==> config.mk <==
export PLATFORM = sky130hd
export DESIGN_NAME = rtc_alarm_flags
export DESIGN_NICKNAME = d
export VERILOG_FILES = /design/src/rtl/rtc_alarm_pkg.sv /design/src/rtl/alarm_match.sv /design/src/rtl/flag_reg.sv /design/src/rtl/int_out.sv /design/src/rtl/rtc_alarm_flags.sv
export SDC_FILE = /design/constraint.sdc
export NUM_CORES = 1
export LEC_CHECK = 0
export ABC_AREA = 1
export BUFFER_PORTS_ARGS = -buffer_cell sky130_fd_sc_hd__buf_2
export CORE_UTILIZATION = 45
export DETAILED_ROUTE_END_ITERATION = 8
export PLACE_DENSITY = 0.8
export SKIP_LAST_GASP = 1
export SYNTH_ARGS = -nofsm -noshare
export SYNTH_HDL_FRONTEND = slang
export SYNTH_SLANG_ARGS = --single-unit
==> constraint.sdc <==
create_clock -name clk -period 1.28 [get_ports clk]
set_clock_uncertainty 0.2 [all_clocks]
set_input_delay 0.192 -clock clk [delete_from_list [all_inputs] [get_ports clk]]
set_output_delay 0.192 -clock clk [all_outputs]
set_load 0.05 [all_outputs]
==> src/rtl/rtc_alarm_pkg.sv <==
package rtc_alarm_pkg;
    localparam int BYTE_W = 8;
    localparam int NFIELD = 3;
    localparam int ADDR_W = 2;

    typedef enum logic [ADDR_W-1:0] {
        ADR_FLAGS = 2'd0,
        ADR_ASEC  = 2'd1,
        ADR_AMIN  = 2'd2,
        ADR_AHR   = 2'd3
    } reg_addr_e;

    typedef struct packed {
        logic       ignore;
        logic [2:0] tens;
        logic [3:0] units;
    } alarm_field_t;

    typedef struct packed {
        logic wdog;
        logic alarm;
        logic pfail;
        logic oscf;
        logic zero;
        logic cal;
        logic wen;
        logic ren;
    } flags_t;

    function automatic logic field_hit(alarm_field_t a, logic [BYTE_W-1:0] t);
        return a.ignore || ({a.tens, a.units} == t[6:0]);
    endfunction
endpackage

==> src/rtl/alarm_match.sv <==
module alarm_match
    import rtc_alarm_pkg::*;
#(
    parameter int N = NFIELD
) (
    input  logic                  clk,
    input  logic                  rst,
    input  logic                  wr,
    input  logic [ADDR_W-1:0]     addr,
    input  logic [BYTE_W-1:0]     wdata,
    input  logic [N*BYTE_W-1:0]   time_i,
    input  logic                  sec_tick,
    output logic                  alarm_set
);
    logic [N-1:0] hit;

    for (genvar i = 0; i < N; i++) begin : g_field
        alarm_field_t fld_q;
        always_ff @(posedge clk) begin
            if (rst)
                fld_q <= '0;
            else if (wr && addr == ADDR_W'(i + 1))
                fld_q <= alarm_field_t'(wdata);
        end
        assign hit[i] = field_hit(fld_q, time_i[i*BYTE_W +: BYTE_W]);
    end

    assign alarm_set = sec_tick && (&hit);
endmodule

==> src/rtl/flag_reg.sv <==
module flag_reg
    import rtc_alarm_pkg::*;
(
    input  logic       clk,
    input  logic       rst,
    input  logic       wr_flags,
    input  logic       rd_flags,
    input  logic       wr_osc,
    input  logic [2:0] wr_ctl,
    input  logic       wdt_evt,
    input  logic       alarm_set,
    input  logic       pf_evt,
    input  logic       osc_evt,
    output flags_t     flags_q
);
    // Power-fail survivor: the oscillator bit has no reset term.
    logic oscf_q;

    always_ff @(posedge clk) begin
        if (osc_evt)
            oscf_q <= 1'b1;
        else if (wr_flags && !wr_osc)
            oscf_q <= 1'b0;
    end

    always_ff @(posedge clk) begin
        if (rst) begin
            flags_q.wdog  <= 1'b0;
            flags_q.alarm <= 1'b0;
            flags_q.pfail <= 1'b0;
            flags_q.cal   <= 1'b0;
            flags_q.wen   <= 1'b0;
            flags_q.ren   <= 1'b0;
        end else begin
            flags_q.wdog  <= wdt_evt   || (flags_q.wdog  && !rd_flags);
            flags_q.alarm <= alarm_set || (flags_q.alarm && !rd_flags);
            flags_q.pfail <= pf_evt    || (flags_q.pfail && !rd_flags);
            if (wr_flags)
                {flags_q.cal, flags_q.wen, flags_q.ren} <= wr_ctl;
        end
    end

    assign flags_q.oscf = oscf_q;
    assign flags_q.zero = 1'b0;

    a_r6_event_wins: assert property (@(posedge clk) disable iff (rst)
        (wdt_evt && rd_flags) |=> flags_q.wdog);
    a_r5_read_clears: assert property (@(posedge clk) disable iff (rst)
        (rd_flags && !alarm_set) |=> !flags_q.alarm);
    a_r3_alarm_needs_tick: assert property (@(posedge clk) disable iff (rst)
        $rose(flags_q.alarm) |-> $past(alarm_set));
    a_r7_pfail_not_written: assert property (@(posedge clk) disable iff (rst)
        (wr_flags && !pf_evt && !rd_flags) |=> $stable(flags_q.pfail));
    a_r8_osc_sticky: assert property (@(posedge clk) disable iff (rst)
        (!osc_evt && !(wr_flags && !wr_osc)) |=> $stable(oscf_q));
endmodule

==> src/rtl/int_out.sv <==
module int_out (
    input  logic clk,
    input  logic rst,
    input  logic cal_en,
    input  logic cal_tick,
    input  logic af,
    input  logic wdf,
    output logic int_pin
);
    logic wave_q;

    always_ff @(posedge clk) begin
        if (rst || !cal_en)
            wave_q <= 1'b0;
        else if (cal_tick)
            wave_q <= !wave_q;
    end

    assign int_pin = cal_en ? wave_q : (af || wdf);

    a_r10_wave_toggles: assert property (@(posedge clk) disable iff (rst)
        (cal_en && cal_tick) |=> (!cal_en || wave_q != $past(wave_q)));
    a_r10_wave_holds: assert property (@(posedge clk) disable iff (rst)
        (cal_en && !cal_tick) |=> (!cal_en || $stable(wave_q)));
endmodule

==> src/rtl/rtc_alarm_flags.sv <==
module rtc_alarm_flags
    import rtc_alarm_pkg::*;
(
    input  logic              clk,
    input  logic              rst,
    input  logic [BYTE_W-1:0] time_sec,
    input  logic [BYTE_W-1:0] time_min,
    input  logic [BYTE_W-1:0] time_hr,
    input  logic              sec_tick,
    input  logic              wdt_evt,
    input  logic              pwr_fail_evt,
    input  logic              osc_fail_evt,
    input  logic              cal_tick,
    input  logic              reg_wr,
    input  logic              reg_rd,
    input  logic [ADDR_W-1:0] reg_addr,
    input  logic [BYTE_W-1:0] reg_wdata,
    output logic [BYTE_W-1:0] flags,
    output logic              int_pin
);
    logic   alarm_set;
    logic   sel_flags;
    flags_t flags_q;

    assign sel_flags = (reg_addr == ADR_FLAGS);

    alarm_match #(.N(NFIELD)) u_match (
        .clk      (clk),
        .rst      (rst),
        .wr       (reg_wr),
        .addr     (reg_addr),
        .wdata    (reg_wdata),
        .time_i   ({time_hr, time_min, time_sec}),
        .sec_tick (sec_tick),
        .alarm_set(alarm_set)
    );

    flag_reg u_flags (
        .clk      (clk),
        .rst      (rst),
        .wr_flags (reg_wr && sel_flags),
        .rd_flags (reg_rd && sel_flags),
        .wr_osc   (reg_wdata[4]),
        .wr_ctl   (reg_wdata[2:0]),
        .wdt_evt  (wdt_evt),
        .alarm_set(alarm_set),
        .pf_evt   (pwr_fail_evt),
        .osc_evt  (osc_fail_evt),
        .flags_q  (flags_q)
    );

    int_out u_int (
        .clk     (clk),
        .rst     (rst),
        .cal_en  (flags_q.cal),
        .cal_tick(cal_tick),
        .af      (flags_q.alarm),
        .wdf     (flags_q.wdog),
        .int_pin (int_pin)
    );

    assign flags = flags_q;

    a_r4_bit3_zero: assert property (@(posedge clk) disable iff (rst)
        flags[3] == 1'b0);
    a_r11_int_follows_flags: assert property (@(posedge clk) disable iff (rst)
        (!flags[2] && (flags[6] || flags[7])) |-> int_pin);
endmodule

==> impl_metrics.prom <==
# TYPE chip_impl_metric gauge
chip_impl_metric{name="post-layout-total-power",unit="mW"} 2.11
chip_impl_metric{name="drt_drc_violations_left",unit=""} 0
chip_impl_metric{name="final_antenna_net_count",unit=""} 0
chip_impl_metric{name="stdcell_count",unit=""} 363
chip_impl_metric{name="floorplan.initialDensity",unit="%"} 47.9
chip_impl_metric{name="cp_max_fo",unit=""} 3
chip_impl_metric{name="rows",unit=""} 21
chip_impl_metric{name="antenna_cells",unit=""} 0
chip_impl_metric{name="synth-seq-area-share",unit="%"} 39.2
chip_impl_info{name="yosysTopAreaCell",value="sky130_fd_sc_hd__dfxtp_1"} 1
chip_impl_metric{name="setup_tns",unit="ns"} -0.221
chip_impl_metric{name="report.final.setup_viol",unit=""} 2
chip_impl_metric{name="fmaxAchievable",unit="MHz"} 692
chip_impl_metric{name="detailedRoute.firstPassIterationCount",unit=""} 4
chip_impl_metric{name="worstHoldPathCells",unit=""} 4
chip_impl_info{name="layout_commonest_cell",value="sky130_fd_sc_hd__nand2_1"} 1
chip_impl_metric{name="design.core.area",unit="um^2"} 3420
chip_impl_metric{name="power.ir.vdd_worst",unit="uV"} 608
chip_impl_metric{name="final_layout_size_suffix_gt1_share",unit="%"} 30.0
chip_impl_metric{name="cts.reportedPaths.clkPinSlew",unit="ns"} 0.09
chip_impl_metric{name="routed_wl",unit="mm"} 3.84
chip_impl_metric{name="cts.sinks",unit=""} 32
chip_impl_metric{name="maximum_buffer_depth_of_the_clock_tree",unit=""} 2
chip_impl_metric{name="finalNetCount",unit=""} 359
chip_impl_metric{name="design.die.area",unit="um^2"} 3880
chip_impl_info{name="outcome",value="finished, violations left"} 1
chip_impl_metric{name="vias",unit=""} 1656
chip_impl_metric{name="synth.lib_cells_used.distinct",unit=""} 24
chip_impl_info{name="netlist_top_cells_area",value="sky130_fd_sc_hd__dfxtp_1 39%, sky130_fd_sc_hd__nand2_1 18%, sky130_fd_sc_hd__inv_1 9.0%, sky130_fd_sc_hd__nor2_1 7.3%, sky130_fd_sc_hd__a211oi_1 5.5%"} 1
chip_impl_metric{name="syn_to_final_growth",unit="%"} 39.6
chip_impl_metric{name="period_share",unit="%"} 113
chip_impl_metric{name="boundaryPins",unit=""} 52
chip_impl_metric{name="final_hold_slack",unit="ns"} -0.0177
chip_impl_info{name="setup.worst_path.class",value="flip-flop to output port"} 1
chip_impl_metric{name="worstSkewPairLatency",unit="ns"} 0.33
chip_impl_info{name="worst_hold_path_type",value="input port to flip-flop"} 1
chip_impl_metric{name="finalMaxSlewViolations",unit=""} 0
chip_impl_metric{name="wire_per_inst",unit="um"} 10.6
chip_impl_metric{name="die_height",unit="um"} 62.3
chip_impl_metric{name="p_leak",unit="nW"} 1.11
chip_impl_metric{name="post-route-min-period",unit="ns"} 1.45
chip_impl_metric{name="filler_cells_inserted",unit=""} 278
chip_impl_metric{name="yosys_register_bits",unit=""} 32
chip_impl_metric{name="yosysWarnings",unit=""} 0
chip_impl_metric{name="total_switching_power",unit="mW"} 0.587
chip_impl_metric{name="synth.top_cell.area_share",unit="%"} 39.2
chip_impl_metric{name="final.setup.worst_slack",unit="ns"} -0.166
chip_impl_metric{name="overflow",unit=""} 0
chip_impl_metric{name="drt_iter0_markers",unit=""} 50
chip_impl_metric{name="synth_fp_nets",unit=""} 287
chip_impl_metric{name="cellPowerDensity",unit="nW/um^2"} 925
chip_impl_info{name="clock_tree.root_cell",value="sky130_fd_sc_hd__clkbuf_4"} 1
chip_impl_metric{name="internal_power",unit="mW"} 1.52
chip_impl_metric{name="htree_levels",unit=""} 2
chip_impl_metric{name="place_ws",unit="ns"} -0.0777
chip_impl_metric{name="syn_area",unit="um^2"} 1640
chip_impl_metric{name="gp_routability_congestion",unit=""} 0.712
chip_impl_metric{name="dp_cells",unit=""} 338
chip_impl_info{name="setup.worst_path.end_class",value="output port"} 1
chip_impl_metric{name="grt_pass1_wl",unit="mm"} 6.26
chip_impl_metric{name="switching_share_of_power",unit="%"} 27.8
chip_impl_metric{name="grt.total_usage",unit="%"} 20.7
chip_impl_info{name="layout_common_cells",value="80 x sky130_fd_sc_hd__nand2_1, 39 x sky130_fd_sc_hd__buf_2, 38 x sky130_fd_sc_hd__inv_1"} 1
chip_impl_metric{name="hold_violations",unit=""} 1
chip_impl_info{name="startpoint_type",value="flip-flop"} 1
chip_impl_metric{name="finish.instance_area",unit="um^2"} 2280
chip_impl_metric{name="hpwl",unit="mm"} 2.63
chip_impl_metric{name="cells_on_worst_reg2reg_path",unit=""} 10
chip_impl_info{name="tritoncts",value="yes"} 1
chip_impl_metric{name="postSynthCellCount",unit=""} 244
chip_impl_metric{name="die_x",unit="um"} 62.3
chip_impl_metric{name="post_drt_via_cell_ratio",unit=""} 4.56
chip_impl_metric{name="grt_start_max_net_pins",unit=""} 32
chip_impl_info{name="violations_in_the_final_reports",value="negative hold slack, negative setup slack"} 1
chip_impl_metric{name="grt_pass1_vias",unit=""} 1475
chip_impl_metric{name="antenna_found_initial",unit=""} 0
chip_impl_info{name="grt_setup_unrepaired",value="yes"} 1
chip_impl_metric{name="crit_arrival",unit="ns"} 1.05
chip_impl_metric{name="dpl-instance-area",unit="um^2"} 1960
chip_impl_metric{name="maxCapViolations",unit=""} 0
chip_impl_metric{name="numPortBuffers",unit=""} 47
chip_impl_metric{name="power.sequential.fraction",unit="%"} 50.8
chip_impl_metric{name="cts_buffers",unit=""} 5
chip_impl_metric{name="clockPowerShare",unit="%"} 28.1
chip_impl_metric{name="cp.required",unit="ns"} 0.89
chip_impl_metric{name="syn_avg_cell_area",unit="um^2"} 6.70
chip_impl_metric{name="comb_power_share",unit="%"} 21.1
==> what timing repair did <==
| item | 4_1_cts | 5_1_grt |
|---|---|---|
| hold buffers | 16 | 0 |
| endpoints found under the setup margin | 9 | 10 |
| pin swaps | 5 | 1 |
| buffers inserted | 1 | 1 |
| hold endpoints to repair | 26 | 0 |
| resized for setup | 20 | 18 |
==> area by class of cell <==
cell class,count,area (um^2),area share (%)
flip-flops and latches,32,656,28.7
repair buffers,76,564,24.7
well taps,46,57.6,2.52
clock buffers,8,58.8,2.58
inverters,43,161,7.07
multi-input cells,158,785,34.4
==> critical path, stage by stage, from the launching register on <==
cell and delay, ns:
sky130_fd_sc_hd__dfxtp_2 0.38, sky130_fd_sc_hd__inv_2 0.04, sky130_fd_sc_hd__o21ai_1 0.06, sky130_fd_sc_hd__nand2_1 0.09, sky130_fd_sc_hd__buf_6 0.16
==> state kept, by name, summed over array words and instances (netlist names) <==
name / count
u_match.g_field.fld_q: 24
u_flags.flags_q: 6
u_int.wave_q: 1
u_flags.oscf_q: 1
==> Yosys cell counts <==
master and n:
sky130_fd_sc_hd__nor2_2 1, sky130_fd_sc_hd__a211oi_2 7, sky130_fd_sc_hd__a211oi_1 12, sky130_fd_sc_hd__dfxtp_1 32
sky130_fd_sc_hd__nor2_1 32, sky130_fd_sc_hd__nand2_1 80, sky130_fd_sc_hd__o21bai_1 1, sky130_fd_sc_hd__o21ai_0 2
sky130_fd_sc_hd__xor2_1 1, sky130_fd_sc_hd__o21ai_1 1, sky130_fd_sc_hd__xnor2_1 4, sky130_fd_sc_hd__conb_1 1
sky130_fd_sc_hd__a21oi_1 10, sky130_fd_sc_hd__buf_6 1, sky130_fd_sc_hd__nand3_1 3, sky130_fd_sc_hd__inv_2 4
sky130_fd_sc_hd__nor3_2 1, sky130_fd_sc_hd__buf_2 2, sky130_fd_sc_hd__clkbuf_1 2, sky130_fd_sc_hd__a21boi_0 1
sky130_fd_sc_hd__nor4_1 1, sky130_fd_sc_hd__buf_1 1, sky130_fd_sc_hd__inv_1 39, sky130_fd_sc_hd__buf_4 5
==> layer usage <==
metal	wire length, um	vias to the layer above	GRT usage, %
li1	-	882	-
met1	1750	725	24.5
met2	1850	43	36.3
met3	195	6	5.33
met4	48	0	6.98
met5	0	-	0
==> cell families (layout without fill, tap and decap cells) <==
group           after synthesis  in the layout  share of synthesized area (%)
buf+inv                      54            127                           14.2
xor+xnor                      5              5                           2.68
compound gates               34             34                           15.8
other cells                   1              1                          0.229
simple gates                118            118                           28.0
flops                        32             32                           39.2
==> power by group through the flow <==
| stage | sequential (mW) | combinational, mW | clock [mW] |
|---|---|---|---|
| after floorplan | 1.10 | 0.221 | 0 |
| after global placement | 1.09 | 0.367 | 0 |
| final | 1.07 | 0.446 | 0.594 |
| after CTS | 1.07 | 0.430 | 0.611 |
| after global routing | 1.08 | 0.492 | 0.654 |
| after detailed placement | 1.09 | 0.377 | 0 |
==> final timing paths <==
kind	slack [ns]	from	to
setup / recovery	-0.17	u_flags.flags_q[2]	int_pin
hold / removal	-0.02	reg_addr[0]	u_match.g_field[1].fld_q[6]
setup reg to reg	-0.05	u_match.g_field[1].fld_q[3]	u_flags.flags_q[6]
hold reg to reg	0.27	u_match.g_field[0].fld_q[7]	u_match.g_field[0].fld_q[7]
==> through the flow <==
| step | utilization [%] | hold slack (ns) |
|---|---|---|
| after detailed placement | 57.4 | 0.180 |
| after global placement | 57.4 | 0.170 |
| final | 66.8 | -0.0177 |
| after floorplan | - | 0.0678 |
| after global routing | 66.8 | 0.0166 |
| after CTS | 65.4 | 0.0351 |
No activity file was read; power rests on OpenSTA's default activity.
